<file path="src/rtl/cwd_pkg.sv">
package cwd_pkg;

  typedef enum logic [1:0] {
    ST_OFF    = 2'd0,
    ST_WAIT_A = 2'd1,
    ST_WAIT_B = 2'd2
  } seq_st_e;

endpackage

</file>
<file path="src/rtl/cwd_seq.sv">
module cwd_seq
  import cwd_pkg::*;
#(
  parameter int W = 8
) (
  input  logic         clk,
  input  logic         rst_n,
  input  logic         wr_en,
  input  logic [W-1:0] wr_data,
  input  logic         expire,
  output logic         active,
  output logic [W-1:0] timeout,
  output logic         load,
  output logic         reload,
  output logic         mismatch
);

  localparam logic [W-1:0] ZERO = '0;

  seq_st_e      st_q, st_d;
  logic [W-1:0] pend_q, pend_d;
  logic [W-1:0] to_q, to_d;
  logic         pend_en, to_en;

  always_comb begin
    st_d     = st_q;
    pend_d   = pend_q;
    to_d     = to_q;
    pend_en  = 1'b0;
    to_en    = 1'b0;
    load     = 1'b0;
    reload   = 1'b0;
    mismatch = 1'b0;
    case (st_q)
      ST_OFF: begin
        if (wr_en && (wr_data != ZERO)) begin
          load  = 1'b1;
          to_en = 1'b1;
          to_d  = wr_data;
          st_d  = ST_WAIT_A;
        end
      end
      ST_WAIT_A: begin
        if (wr_en) begin
          pend_en = 1'b1;
          pend_d  = wr_data;
          st_d    = ST_WAIT_B;
        end
      end
      ST_WAIT_B: begin
        if (wr_en) begin
          if (wr_data == ~pend_q) reload   = 1'b1;
          else                    mismatch = 1'b1;
          st_d = ST_WAIT_A;
        end
      end
      default: st_d = ST_OFF;
    endcase
    if (expire) begin
      st_d    = ST_WAIT_A;
      pend_en = 1'b0;
    end
  end

  always_ff @(posedge clk or negedge rst_n) begin
    if (!rst_n) begin
      st_q   <= ST_OFF;
      pend_q <= '0;
      to_q   <= '1;
    end else begin
      st_q <= st_d;
      if (pend_en) pend_q <= pend_d;
      if (to_en)   to_q   <= to_d;
    end
  end

  assign active  = (st_q != ST_OFF);
  assign timeout = to_q;

endmodule

</file>
<file path="src/rtl/cwd_count.sv">
module cwd_count #(
  parameter int W = 8
) (
  input  logic         clk,
  input  logic         rst_n,
  input  logic         active,
  input  logic         load,
  input  logic [W-1:0] load_val,
  input  logic         restart,
  input  logic [W-1:0] timeout,
  input  logic         tick,
  output logic         expire
);

  localparam logic [W-1:0] ONE = W'(1);

  logic [W-1:0] cnt_q, cnt_d;

  always_comb begin
    cnt_d  = cnt_q;
    expire = 1'b0;
    if (load) begin
      cnt_d = load_val;
    end else if (restart) begin
      cnt_d = timeout;
    end else if (active && tick) begin
      if (cnt_q == ONE) begin
        expire = 1'b1;
        cnt_d  = timeout;
      end else begin
        cnt_d = cnt_q - ONE;
      end
    end
  end

  always_ff @(posedge clk or negedge rst_n) begin
    if (!rst_n) cnt_q <= '1;
    else        cnt_q <= cnt_d;
  end

endmodule

</file>
<file path="src/rtl/cwd_flag.sv">
module cwd_flag (
  input  logic clk,
  input  logic por_n,
  input  logic set,
  input  logic clr,
  output logic flag
);

  logic flag_q, flag_d;

  always_comb begin
    flag_d = flag_q;
    if (set)      flag_d = 1'b1;
    else if (clr) flag_d = 1'b0;
  end

  always_ff @(posedge clk or negedge por_n) begin
    if (!por_n) flag_q <= 1'b0;
    else        flag_q <= flag_d;
  end

  assign flag = flag_q;

endmodule

</file>
<file path="src/rtl/cpl_watchdog.sv">
module cpl_watchdog #(
  parameter int W = 8
) (
  input  logic         clk,
  input  logic         rst_n,
  input  logic         por_n,
  input  logic         wr_en,
  input  logic [W-1:0] wr_data,
  input  logic         tick,
  output logic [W-1:0] rd_data,
  output logic         wdt_rst
);

  logic         active;
  logic [W-1:0] timeout;
  logic         load, reload, mismatch, expire;
  logic         fire, cause;
  logic         req_q, req_d;

  cwd_seq #(.W(W)) u_seq (
    .clk      (clk),
    .rst_n    (rst_n),
    .wr_en    (wr_en),
    .wr_data  (wr_data),
    .expire   (expire),
    .active   (active),
    .timeout  (timeout),
    .load     (load),
    .reload   (reload),
    .mismatch (mismatch)
  );

  cwd_count #(.W(W)) u_cnt (
    .clk      (clk),
    .rst_n    (rst_n),
    .active   (active),
    .load     (load),
    .load_val (wr_data),
    .restart  (reload | mismatch),
    .timeout  (timeout),
    .tick     (tick),
    .expire   (expire)
  );

  assign fire = expire | mismatch;

  cwd_flag u_flag (
    .clk   (clk),
    .por_n (por_n),
    .set   (fire),
    .clr   (wr_en),
    .flag  (cause)
  );

  always_comb req_d = fire;

  always_ff @(posedge clk or negedge rst_n) begin
    if (!rst_n) req_q <= 1'b0;
    else        req_q <= req_d;
  end

  assign wdt_rst = req_q;
  assign rd_data = {timeout[W-1:1], cause};

endmodule

</file>
<file path="config.mk">
export PLATFORM = sky130hd
export DESIGN_NAME = cpl_watchdog
export DESIGN_NICKNAME = d
export VERILOG_FILES = /design/src/rtl/cwd_pkg.sv /design/src/rtl/cwd_seq.sv /design/src/rtl/cwd_count.sv /design/src/rtl/cwd_flag.sv /design/src/rtl/cpl_watchdog.sv
export SDC_FILE = /design/constraint.sdc
export NUM_CORES = 1
export LEC_CHECK = 0
export BUFFER_PORTS_ARGS = -buffer_cell sky130_fd_sc_hd__buf_2
export CORE_UTILIZATION = 50
export CTS_CLUSTER_SIZE = 20
export DETAILED_ROUTE_END_ITERATION = 6
export PLACE_DENSITY = 0.76
export RECOVER_POWER = 25
export SLEW_MARGIN = 40
export SYNTH_ARGS = -nofsm -noshare
export SYNTH_HDL_FRONTEND = slang
export SYNTH_SLANG_ARGS = --single-unit
</file>
<file path="constraint.sdc">
create_clock -name clk -period 3.11 [get_ports clk]
set_clock_uncertainty 0.1 [all_clocks]
set_input_delay 0.4665 -clock clk [delete_from_list [all_inputs] [get_ports clk]]
set_output_delay 0.4665 -clock clk [all_outputs]
set_load 0.005 [all_outputs]
</file>
==> impl_metrics.py <==
metrics = {
    "worst_setup_path": {
        "critical_path.top_delay_family": "compound AO/OA/AOI/OAI gates",
        "arrival_ps": 2290,
        "end_kind": "flip-flop",
        "timing.rr.start": "u_cnt.cnt_q[1]",
        "reg2regPathDepth": 7,
        "cp.required_ps": 3290,
        "cp_max_fo": 10,
        "path_buf_inv": 1,
        "slowest_delay_ps": 590,
        "ff2ff_setup_slack_ps": 1000,
        "slowest_stage": "dfstp_2",
        "r2r-end": "u_cnt.cnt_q[2]",
        "crit_chain": "inv_1 > ha_1 > nor3b_1 > a22oi_2 > nor2_2 > a211oi_1 > a221o_1",
        "critPathKind": "reg -> reg",
        "start_kind": "flip-flop",
    },
    "power_and_ir_drop": {
        "power_frac_clock_pct": 11.0,
        "p_int_w": 0.000998,
        "switching_share_pct": 37.3,
        "combPwrFrac_pct": 39.3,
        "pwr-share-seq_pct": 49.7,
        "peakVddDrop_mv": 0.579,
        "power_switching_w": 0.000595,
        "power_leakage_nw": 0.760,
        "p_total_w": 0.00159,
        "pwr_density_cell_mw_per_mm2": 903,
    },
    "finish": {
        "multi_input_area_um2": 803,
        "fin_area_mm2": 0.00176,
        "nNetsFinal": 189,
        "seq_area_um2": 721,
        "nFillCells": 279,
        "synthToLayoutAreaGrowth_pct": 6.74,
        "drive_gt1_share_pct": 34.1,
        "n_antenna_cell": 0,
    },
    "timing": {
        "finalCritPeriodShare_pct": 67.8,
        "hold_viol": 0,
        "whs_ps": 290,
        "finalCriticalPeriod_ps": 2110,
        "finalSetupViolCount": 0,
        "max_clock_freq_mhz": 474,
        "final_max_slew_viol_count": 0,
        "worst_pin_slew_ps": 1370,
        "max_slew_margin_pct": 8.58,
        "fin_setup_tns_ps": 0,
        "rsz0062_at_grt": "no",
    },
    "die": {
        "die-area_mm2": 0.00354,
        "io_pins": 22,
        "dieHeight_um": 59.5,
        "core-area_mm2": 0.00310,
        "die_x_um": 59.5,
        "std_cell_rows": 20,
        "start_util_pct": 53.2,
    },
    "min_path": {
        "min_path_cells": 3,
        "hold_class": "in -> reg",
        "hold_end": "u_cnt.cnt_q[6]",
        "hp-start": "wr_data[6]",
    },
    "synthesis": {
        "synthMuxAreaShare_pct": 9.47,
        "synthTopCellsByCount": "16 x dfstp_2, 14 x nand2_1, 13 x mux2_2",
        "synth.most_common_cell": "dfstp_2",
        "async_reset_ff_share_pct": 100,
        "ys_ff_latch": 28,
        "synth_xor_area_share_pct": 6.36,
        "synth_top_area_share_pct": 25.5,
        "synth_edf_count": 0,
        "syn_inst": 161,
        "synth_ff_type": "dfstp_2",
        "synthAdderAreaFrac_pct": 1.52,
        "synth_fp_nets": 176,
        "synthDistinctLibCells": 44,
        "ys_seq_area_share_pct": 43.6,
        "synth_simple_gate_area_share_pct": 14.9,
        "yosysWarnings": 0,
        "synth_compound_area_share_pct": 16.4,
        "synth_area_leader_cell": "dfstp_2",
        "synth_area_leaders": "dfstp_2 25%, dfrtp_1 18%, mux2_2 8.9%",
        "synth_top_family_by_area": "compound AO/OA/AOI/OAI gates",
        "syn_area_mm2": 0.00165,
        "synth_area_per_cell_um2": 10.3,
    },
    "global_routing": {
        "grt_pass1_wl_mm": 5.42,
        "overflow": 0,
        "gr-usage-met2_pct": 35.3,
        "busiest_layer": "met2",
        "grt_max_degree": 28,
        "grt.met1_usage_pct": 26.8,
        "grt_pass1_vias": 1197,
        "use_met3_pct": 2.62,
        "antenna_found_initial": 0,
        "grt.total_usage_pct": 20.7,
    },
    "clock_network": {
        "postCtsResizedCells": 0,
        "cts-root-buf": "clkbuf_4",
        "cts_hold_buf": 1,
        "cts-buffers-inserted": 3,
        "cts_tree": "built",
        "clk_pin_slew_worst_paths_ps": 140,
        "clk_path_buf_depth": 2,
        "cts_setup_buffers": 0,
        "cts_sinks": 28,
        "worst_skew_pair.late_latency_ps": 320,
        "htree_num_levels": 1,
    },
    "flow_run": {
        "drv_cap": 0,
    },
    "drt": {
        "wl_per_cell_um": 14.9,
        "dr.pass1.iters": 5,
        "drtIter0Drc": 39,
        "via_per_inst": 5.69,
        "drc": 0,
        "finalWirelength_mm": 3.23,
        "via_count": 1234,
        "antenna_left": 0,
    },
    "placed_design": {
        "dp_hpwl_mm": 2.48,
        "gp_congestion": 0.893,
        "portBuffers": 21,
        "placement.cell_area_mm2": 0.00172,
    },
    "outcome": {
        "status": "finished clean",
    },
}
==> per-layer routing <==
layer  share of wire [%]  routed length (um)
met1                  44                1430
met2                  50                1630
met3                 4.1                 132
met4                 1.1                  36
met5                   0                   0
==> kinds of logic (layout without fill, tap and decap cells) <==
| kind of cell | after synthesis | after routing |
|---|---|---|
| adder cells (fa/ha/maj) | 2 | 2 |
| multiplexers | 14 | 14 |
| AO/OA/AOI/OAI | 36 | 36 |
| buffers and inverters | 23 | 35 |
| AND/OR/NAND/NOR | 46 | 46 |
| XOR/XNOR | 12 | 12 |
| flip-flops | 28 | 28 |
==> worst max-delay path by stage <==
| stage | start | endpoint | slack, ps | cells after the start |
|---|---|---|---|---|
| 3_3_place_gp | wr_en | u_cnt.cnt_q[7] | 940 | 6 |
| 2_1_floorplan | u_cnt.cnt_q[1] | u_seq.pend_q[0] | 1210 | 6 |
| 3_5_place_dp | wr_en | u_cnt.cnt_q[7] | 960 | 6 |
| 6_report | u_cnt.cnt_q[1] | u_cnt.cnt_q[2] | 1000 | 7 |
| 4_1_cts | u_cnt.cnt_q[1] | u_seq.pend_q[1] | 1020 | 6 |
| 5_1_grt | u_cnt.cnt_q[1] | u_cnt.cnt_q[2] | 860 | 7 |
==> cells in the final DEF (no fill, tap or decap), types with 2 or more instances in the layout <==
cell type	count
xor2_1	8
nor2b_1	3
clkbuf_4	3
a22oi_1	2
a221o_1	2
o21ai_1	3
buf_2	20
nor3b_1	2
o211ai_1	5
dfstp_2	16
o21ai_0	6
nand3b_1	2
a22oi_2	2
a211oi_1	2
xnor2_1	4
mux2_2	13
nand4_1	3
nor2_1	10
o22ai_1	2
a21oi_1	2
nand2_1	14
ha_1	2
nor3_1	3
nand3_1	2
inv_1	9
a21o_1	3
dfrtp_1	12
nor4_1	2
==> registers in the layout, indices dropped and copies added, names as in the netlist <==
| signal | flops |
|---|---|
| u_cnt.cnt_q | 8 |
| u_seq.st_q | 2 |
| wdt_rst | 1 |
| u_seq.timeout | 8 |
| u_seq.pend_q | 8 |
| u_flag.flag | 1 |
==> cell type report <==
class                   instances  share of cell area, %
clock buffers                   4                   2.06
multi-input cells             110                   45.6
flip-flops and latches         28                   40.9
well taps                      44                   3.12
repair buffers                 22                   6.46
inverters                       9                   1.92
==> per-stage QoR <==
stage               setup WS [ps]  util (%)  std cells
finish                       1000      56.8        217
global route                  861      56.8        217
CTS                          1020      56.9        217
detailed placement            962      55.4        212
global placement              938      55.4        212
floorplan                    1210         -        161
==> power by group through the flow <==
stage	Sequential, W	Clock [W]	Combinational, W
floorplan	0.000739	0	0.000550
global placement	0.000781	0	0.000602
finish	0.000792	0.000175	0.000626
detailed placement	0.000797	0	0.000623
global route	0.000816	0.000190	0.000689
CTS	0.000789	0.000178	0.000629
==> worst register-to-register path: stages, from the launching register on <==
cell      delay [ps]
dfstp_2          590
inv_1             60
ha_1             210
nor3b_1          180
a22oi_2          450
nor2_2            60
a211oi_1         270
a221o_1          150
No activity file was read; power rests on OpenSTA's default activity.
